===== config.mk =====
export PLATFORM = sky130hd
export DESIGN_NAME = diag_seq_aggregator
export DESIGN_NICKNAME = d
export VERILOG_FILES = /design/src/rtl/diag_seq_pkg.sv /design/src/rtl/scan_edge_sync.sv /design/src/rtl/stage_shifter.sv /design/src/rtl/fault_combiner.sv /design/src/rtl/diag_seq_aggregator.sv
export SDC_FILE = /design/constraint.sdc
export NUM_CORES = 1
export LEC_CHECK = 0
export BUFFER_PORTS_ARGS = -buffer_cell sky130_fd_sc_hd__buf_2
export CAP_MARGIN = 5
export CELL_PAD_IN_SITES_DETAIL_PLACEMENT = 2
export CELL_PAD_IN_SITES_GLOBAL_PLACEMENT = 2
export CORE_MARGIN = 2
export CORE_UTILIZATION = 25
export CTS_CLUSTER_SIZE = 20
export DETAILED_ROUTE_END_ITERATION = 16
export GPL_TIMING_DRIVEN = 0
export PLACE_DENSITY_LB_ADDON = 0.1
export SLEW_MARGIN = 15
export SYNTH_ARGS = -nofsm -noshare
export SYNTH_HDL_FRONTEND = slang
export SYNTH_SLANG_ARGS = --single-unit

===== constraint.sdc =====
create_clock -name clk -period 1.3 [get_ports clk]
set_input_delay 0.26 -clock clk [delete_from_list [all_inputs] [get_ports clk]]
set_output_delay 0.26 -clock clk [all_outputs]
set_load 0.1 [all_outputs]

===== src/rtl/diag_seq_pkg.sv =====
// Shared sizes and constants for the self-test sequencer and fault aggregator.
package diag_seq_pkg;
    localparam int DIGIT_W = 4;
    localparam int DIGITS  = 2;
    localparam int CODE_W  = DIGIT_W * DIGITS;
    // Forced display value on a secondary fault: every BCD digit reads 2.
    localparam logic [CODE_W-1:0] FAULT_CODE = {DIGITS{4'd2}};
    localparam logic [CODE_W-1:0] IDLE_CODE  = '0;
endpackage


===== src/rtl/scan_edge_sync.sv =====
// Registers the end-of-scan strobe and the frame marker once and emits a
// single-cycle pulse on each rising edge of the strobe.
// Assumes both inputs are already in the clk domain.
module scan_edge_sync (
    input  logic clk,
    input  logic rst_n,
    input  logic scan_in,
    input  logic mark_in,
    output logic adv,
    output logic mark_s
);
    logic scan_s;
    logic scan_d;

    // Sample the inputs and keep the previous strobe level.
    always_ff @(posedge clk) begin
        if (!rst_n) begin
            scan_s <= 1'b0;
            scan_d <= 1'b0;
            mark_s <= 1'b0;
        end else begin
            scan_s <= scan_in;
            scan_d <= scan_s;
            mark_s <= mark_in;
        end
    end

    // Rising-edge detect.
    assign adv = scan_s & ~scan_d;


    adv_single_chk: assert property (@(posedge clk) disable iff (!rst_n)
        adv |=> !adv);
endmodule


===== src/rtl/stage_shifter.sv =====
// Serial-in shift sequencer. The first stage loads the marker on each
// advance, and later stages shift. A low enable empties it on the next edge.
// Assumes adv is a single-cycle pulse.
module stage_shifter #(
    parameter int DEPTH = 3
) (
    input  logic             clk,
    input  logic             rst_n,
    input  logic             enable,
    input  logic             adv,
    input  logic             mark,
    output logic [DEPTH-1:0] stage
);
    localparam int LAST = DEPTH - 1;

    // First stage captures the marker on an advance.
    always_ff @(posedge clk) begin
        if (!rst_n || !enable)
            stage[0] <= 1'b0;
        else if (adv)
            stage[0] <= mark;
    end

    genvar gi;
    generate
        for (gi = 1; gi <= LAST; gi++) begin : g_chain
            // Each later stage takes its predecessor on an advance.
            always_ff @(posedge clk) begin
                if (!rst_n || !enable)
                    stage[gi] <= 1'b0;
                else if (adv)
                    stage[gi] <= stage[gi-1];
            end
        end
    endgenerate


    idle_empty_chk: assert property (@(posedge clk) disable iff (!rst_n)
        !enable |=> (stage == '0));

    hold_no_adv_chk: assert property (@(posedge clk) disable iff (!rst_n)
        (enable && !adv) |=> $stable(stage));
endmodule


===== src/rtl/fault_combiner.sv =====
// Merges the diagnostic conditions under the sequencer stages into the
// registered fault flag, indicator, decode enable and BCD display code.
// Assumes diagnostic levels are quasi-static relative to clk.
module fault_combiner
    import diag_seq_pkg::*;
(
    input  logic              clk,
    input  logic              rst_n,
    input  logic              test_en,
    input  logic              stage_rel,
    input  logic              stage_eval,
    input  logic              prim_ok,
    input  logic              tol_ok,
    input  logic              demux_ok,
    input  logic              sec_fault,
    input  logic              demux_fn_en,
    output logic              latch_clr,
    output logic              cnt_rst,
    output logic              card_err,
    output logic              card_lamp,
    output logic              decode_en,
    output logic [CODE_W-1:0] disp_code
);
    logic active;
    logic no_err;
    logic eval_gate;
    logic [CODE_W-1:0] code_d;

    // Form the no-error term and the evaluation gate.
    always_comb begin
        active    = test_en & stage_rel;
        no_err    = (prim_ok & tol_ok) & demux_ok & test_en & ~sec_fault;
        eval_gate = active & stage_eval & demux_fn_en;
        code_d    = (active && sec_fault) ? FAULT_CODE : IDLE_CODE;
    end

    // Register every output; idle values apply in reset and when inactive.
    always_ff @(posedge clk) begin
        if (!rst_n) begin
            latch_clr <= 1'b1;
            cnt_rst   <= 1'b1;
            card_err  <= 1'b0;
            card_lamp <= 1'b0;
            decode_en <= 1'b0;
            disp_code <= IDLE_CODE;
        end else begin
            latch_clr <= ~active;
            cnt_rst   <= ~active;
            card_err  <= active & ~no_err;
            card_lamp <= active & no_err;
            decode_en <= eval_gate & no_err;
            disp_code <= code_d;
        end
    end


    inhibit_chk: assert property (@(posedge clk) disable iff (!rst_n)
        !(test_en && stage_rel) |=> (!card_err && !card_lamp && disp_code == IDLE_CODE));

    forced_code_chk: assert property (@(posedge clk) disable iff (!rst_n)
        (test_en && stage_rel && sec_fault) |=> (disp_code == FAULT_CODE && card_err));

    code_needs_err_chk: assert property (@(posedge clk) disable iff (!rst_n)
        (disp_code != IDLE_CODE) |-> card_err);

    decode_lamp_chk: assert property (@(posedge clk) disable iff (!rst_n)
        decode_en |-> (card_lamp && !card_err && !latch_clr));

    fn_gate_chk: assert property (@(posedge clk) disable iff (!rst_n)
        !demux_fn_en |=> !decode_en);
endmodule


===== src/rtl/diag_seq_aggregator.sv =====
// Top level: staged self-test sequencer plus fault aggregation.
// Stage SEQ_DEPTH-2 releases clears and un-inhibits reporting; the last
// stage opens evaluation. All outputs are registered.
module diag_seq_aggregator
    import diag_seq_pkg::*;
#(
    parameter int SEQ_DEPTH = 3
) (
    input  logic              clk,
    input  logic              rst_n,
    input  logic              test_en,
    input  logic              frame_mark,
    input  logic              scan_end,
    input  logic              prim_ok,
    input  logic              tol_ok,
    input  logic              demux_ok,
    input  logic              sec_fault,
    input  logic              demux_fn_en,
    output logic              latch_clr,
    output logic              cnt_rst,
    output logic              card_err,
    output logic              card_lamp,
    output logic              decode_en,
    output logic [CODE_W-1:0] disp_code
);
    localparam int REL_IDX  = SEQ_DEPTH - 2;
    localparam int EVAL_IDX = SEQ_DEPTH - 1;

    logic                 adv;
    logic                 mark_s;
    logic [SEQ_DEPTH-1:0] stage;

    scan_edge_sync u_sync (
        .clk     (clk),
        .rst_n   (rst_n),
        .scan_in (scan_end),
        .mark_in (frame_mark),
        .adv     (adv),
        .mark_s  (mark_s)
    );

    stage_shifter #(.DEPTH(SEQ_DEPTH)) u_seq (
        .clk    (clk),
        .rst_n  (rst_n),
        .enable (test_en),
        .adv    (adv),
        .mark   (mark_s),
        .stage  (stage)
    );

    fault_combiner u_comb (
        .clk         (clk),
        .rst_n       (rst_n),
        .test_en     (test_en),
        .stage_rel   (stage[REL_IDX]),
        .stage_eval  (stage[EVAL_IDX]),
        .prim_ok     (prim_ok),
        .tol_ok      (tol_ok),
        .demux_ok    (demux_ok),
        .sec_fault   (sec_fault),
        .demux_fn_en (demux_fn_en),
        .latch_clr   (latch_clr),
        .cnt_rst     (cnt_rst),
        .card_err    (card_err),
        .card_lamp   (card_lamp),
        .decode_en   (decode_en),
        .disp_code   (disp_code)
    );


    idle_out_chk: assert property (@(posedge clk) disable iff (!rst_n)
        !test_en |=> (latch_clr && cnt_rst && !card_err && !card_lamp && !decode_en));

    release_pair_chk: assert property (@(posedge clk) disable iff (!rst_n)
        latch_clr == cnt_rst);
endmodule


== Yosys cells after proc, flatten, opt, wreduce, memory -nomap -nowiden ==
Index checks and enable logic that the tools add are counted.

* Equal/unequal tests: 0
* Mux-type cells: 1
* Shift operators: 0
* $add $sub $neg: 0
* Order comparisons: 0
* Reductions and logical operators: 4
* Divide/modulo/power cells: 0
* $mul: 0
* Bitwise logic cells: 15

{| class="wikitable"
|+ Operators by type and width
! cell !! number
|-
| bitwise AND 1 bit || 11
|-
| 2-to-1 mux 6 bit || 1
|-
| inverter 1 bit || 4
|-
| logical NOT 1 bit || 2
|-
| logical AND 1 bit || 1
|-
| logical OR 1 bit || 1
|}

* Output and inout bits: 13
* Flip-flop bits (word level): 18
* Word-level logic and storage cells: 31
* Latch bits: 0
* Memory bits (read-only): 0
* Bits of input ports: 10
* Memories: 0
* Bits in writable memories: 0

== Logic depth before layout (Yosys ltp) ==
* Word-level depth: 6
* Depth in mapped cells: 3
* Depth with buffers taken out: 3

== Modules after synthesis ==
A second synthesis with hierarchy kept.

* Cells, all modules: 39
* Area total of the unflattened synthesis: 424.2 µm²

{| class="wikitable"
|+ By module, submodules not included
! module !! seq. area each (µm²) !! instances !! cells an instance !! area each (µm²)
|-
| fault_combiner || 100.1 || 1 || 22 || 226.5
|-
| stage_shifter || 60.1 || 1 || 10 || 105.1
|-
| scan_edge_sync || 60.1 || 1 || 7 || 92.6
|}

== Worst setup path after synthesis ==
OpenSTA, ideal clock, no wires.

* Kind: register to output
* Start: register, netlist name u_comb.disp_code[1]
* End: output disp_code[5]
* Data arrival time: 1.356 ns
* Buffers on the path: 1
* Setup slack: -0.316 ns
* Stages on the path, launching flop included: 2
* Required time: 1.040 ns
* Cells stage by stage: dfxtp_1 buf_4

{| class="wikitable"
|+ RTL lines
! element !! line !! source
|-
| to (decl) || diag_seq_aggregator.sv:24 || <nowiki>output logic [CODE_W-1:0] disp_code</nowiki>
|}

== Final worst setup path ==
* Start: register u_comb.decode_en
* End: output decode_en

{| class="wikitable"
|+ RTL lines
! element !! line !! source
|-
| from (decl) || fault_combiner.sv:21 || <nowiki>output logic decode_en,</nowiki>
|-
| from (signal assigned) || fault_combiner.sv:51 || <nowiki>decode_en <= eval_gate & no_err;</nowiki>
|-
| to (decl) || diag_seq_aggregator.sv:23 || <nowiki>output logic decode_en,</nowiki>
|}

No word-level cell between the ends.

==> impl_metrics.py <==
metrics = {
    "run_status": {
        "status": "complete, no violations",
    },
    "setup_path": {
        "start_kind": "flip-flop",
        "crit_fanout": 1,
        "critical_path.endpoint_type": "primary output",
        "cp_data_required_time_ns": 1.04,
        "crit_chain": "buf_2",
        "critPathMaxStageDelay_ns": 0.41,
        "critPathSlowestCell": "buf_2",
        "cpLargestDelayFamily": "buffers and inverters",
        "critPathKind": "flip-flop to primary output",
        "crit_buf_inv": 1,
        "cp.arrival_ns": 0.98,
    },
    "timing": {
        "final-hold-violation-count": 0,
        "fin_ws_ns": 0.0647,
        "setup_tns_ns": 0,
        "clock.fmax_mhz": 810,
        "fin_crit_ns": 1.24,
        "skew_ns": 0.00255,
        "post-route-period-util": 0.950,
        "hold-worst-slack_ns": 0.217,
        "finalSetupViolations": 0,
        "rsz0062_at_grt": "no",
        "slew_violations": 0,
    },
    "global_routing": {
        "grt_antenna_before_repair": 0,
        "track_usage": 0.103,
        "first_global_vias": 340,
        "grt_remaining_overflow": 0,
        "grt_pass1_wl_mm": 1.43,
        "grt_max_degree": 7,
    },
    "detailed_routing": {
        "routed_wl_microns": 838,
        "routed-wl-met2_microns": 458,
        "num_vias": 320,
        "via_per_inst": 4.05,
        "wl_met1_microns": 308,
        "ant_nets": 0,
        "dr.pass1.iters": 1,
        "top_layer": "met3",
        "drt_iter0_drc": 0,
        "drc": 0,
        "met3_length_microns": 71,
        "wl_per_cell_microns": 10.6,
    },
    "pwr": {
        "combPwrFrac": 0.180,
        "ir_worst_vdd_mv": 0.471,
        "power.leakage_nw": 0.310,
        "intPower_mw": 0.491,
        "seqPwrFrac": 0.496,
        "clkPwrFrac": 0.324,
        "netSwitchingPower_mw": 0.201,
        "p_total_mw": 0.692,
        "switching_share": 0.290,
        "cellPowerDensity_mw_per_mm2": 1190,
    },
    "die": {
        "die_x_microns": 45.1,
        "start_util": 0.274,
        "pin_count": 23,
        "die_y_microns": 45.1,
        "rows": 14,
        "die_area_sq_mm": 0.00203,
        "core_sq_mm": 0.00154,
    },
    "placement": {
        "io_buffers": 16,
        "dpl_cell_area_sq_um": 543,
        "place_ws_ns": 0.230,
        "globalplace.congestion": 0.673,
        "dp.cells": 75,
        "dpl.hpwl_microns": 713,
    },
    "yosys": {
        "synthAdderAreaFrac": 0,
        "syn_inst": 38,
        "synth_warnings": 0,
        "syn_area_sq_um": 422,
        "yosysUniqueCellTypes": 14,
        "ys_seq_elements": 11,
        "synth_top_family_by_area": "simple AND/OR/NAND/NOR gates",
        "synth_seq_area_share": 0.522,
        "yosys.area_share.simple": 0.246,
        "synth_area_per_cell_sq_um": 11.1,
        "synth_compound_area_frac": 0,
        "synth_mux_area_frac": 0.0712,
        "synth_xor_area_frac": 0,
    },
    "clock_tree": {
        "cts_buffers": 3,
        "cts_buffer_depth": 2,
        "cts_root_buf": "clkbuf_4",
        "clkSlewWorstSetupHoldPaths_ns": 0.07,
        "cts_tree": "built",
        "htree_num_levels": 1,
        "cts_setup_buffers": 0,
        "worstSkewPairLatency_ns": 0.26,
        "numClockSinks": 11,
        "cts-hold-fix-buffers": 0,
    },
    "finish": {
        "fin_cells": 79,
        "drive_above_1_share": 0.571,
        "synthToLayoutAreaGrowth_pct": 38.0,
        "nNetsFinal": 74,
        "fin_area_sq_um": 582,
        "antenna_cells": 0,
        "fill_cells": 179,
        "fin_util": 0.377,
    },
    "min_path": {
        "hold_path_class": "primary input to flip-flop",
    },
    "run": {
        "drv_cap": 0,
    },
}
[cell type report]
| type | count | area [sq um] | share of cell area |
|---|---|---|---|
| Buffer | 8 | 60.1 | 0.103 |
| Sequential cell | 11 | 223 | 0.383 |
| Timing Repair Buffer | 16 | 92.6 | 0.159 |
| Clock buffer | 4 | 26.3 | 0.0452 |
| Multi-Input combinational cell | 23 | 156 | 0.269 |
| Tap cell | 16 | 20.0 | 0.0344 |
| Inverter | 1 | 3.75 | 0.00645 |
[cells by family after synthesis]
group | count (synthesis)
muxes | 3
and+or+nand+nor | 14
DFF | 11
other | 1
buffers and inverters | 9
[placed cells by master (no fill, tap or decap)]
master	n
nand2_1	1
and4_2	1
and2_2	3
nand2b_1	1
conb_1	6
dfxtp_1	9
clkbuf_4	6
buf_4	10
nand4b_4	1
nor2_2	1
nor2_1	4
and3_1	1
mux2i_1	3
buf_2	11
inv_1	1
clkbuf_1	1
nand3_2	1
dfxtp_2	2
[power groups by stage]
stage	combinational [mW]	clock, mW	sequential (mW)
after floorplan	0.103	0	0.351
after global placement	0.124	0	0.351
after detailed placement	0.125	0	0.351
after CTS	0.125	0.240	0.343
after global routing	0.131	0.263	0.344
final	0.125	0.224	0.343
[synthesized netlist by cell type]
master	n	area, sq um
and2_2	3	22.5
and3_1	1	6.26
and4_2	1	10.0
buf_4	8	60.1
conb_1	1	3.75
dfxtp_1	11	220
inv_1	1	3.75
mux2i_1	3	30.0
nand2_1	1	3.75
nand2b_1	1	6.26
nand3_2	1	10.0
nand4b_4	1	23.8
nor2_1	4	15.0
nor2_2	1	6.26
[timing repair]
| action | 4_1_cts | 5_1_grt |
|---|---|---|
| cloned | 0 | 0 |
| setup endpoints to repair | 2 | 3 |
| resized for setup | 2 | 3 |
[final timing paths]
| kind | start | endpoint | slack [ns] | depth (start not counted) |
|---|---|---|---|---|
| max | u_comb.decode_en | decode_en | 0.06 | 1 |
| min | scan_end | u_sync.scan_s | 0.22 | 2 |
| max reg2reg | u_sync.scan_d | u_seq.stage[1] | 0.41 | 3 |
| min reg2reg | u_seq.stage[1] | u_comb.latch_clr | 0.47 | 1 |
[per-layer routing]
layer,vias up,GRT usage
li1,159,-
met1,150,0.101
met2,11,0.174
met3,0,0.0520
met4,0,0.0529
met5,-,0
[state kept, by name (all words and copies together) (netlist names)]
signal            flops
u_seq.stage           3
u_comb.card_lamp      1
u_comb.decode_en      1
u_comb.latch_clr      1
u_sync.scan_s         1
u_sync.scan_d         1
u_comb.card_err       1
u_comb.disp_code      1
u_sync.mark_s         1
Power figures use the tool's default switching activity.
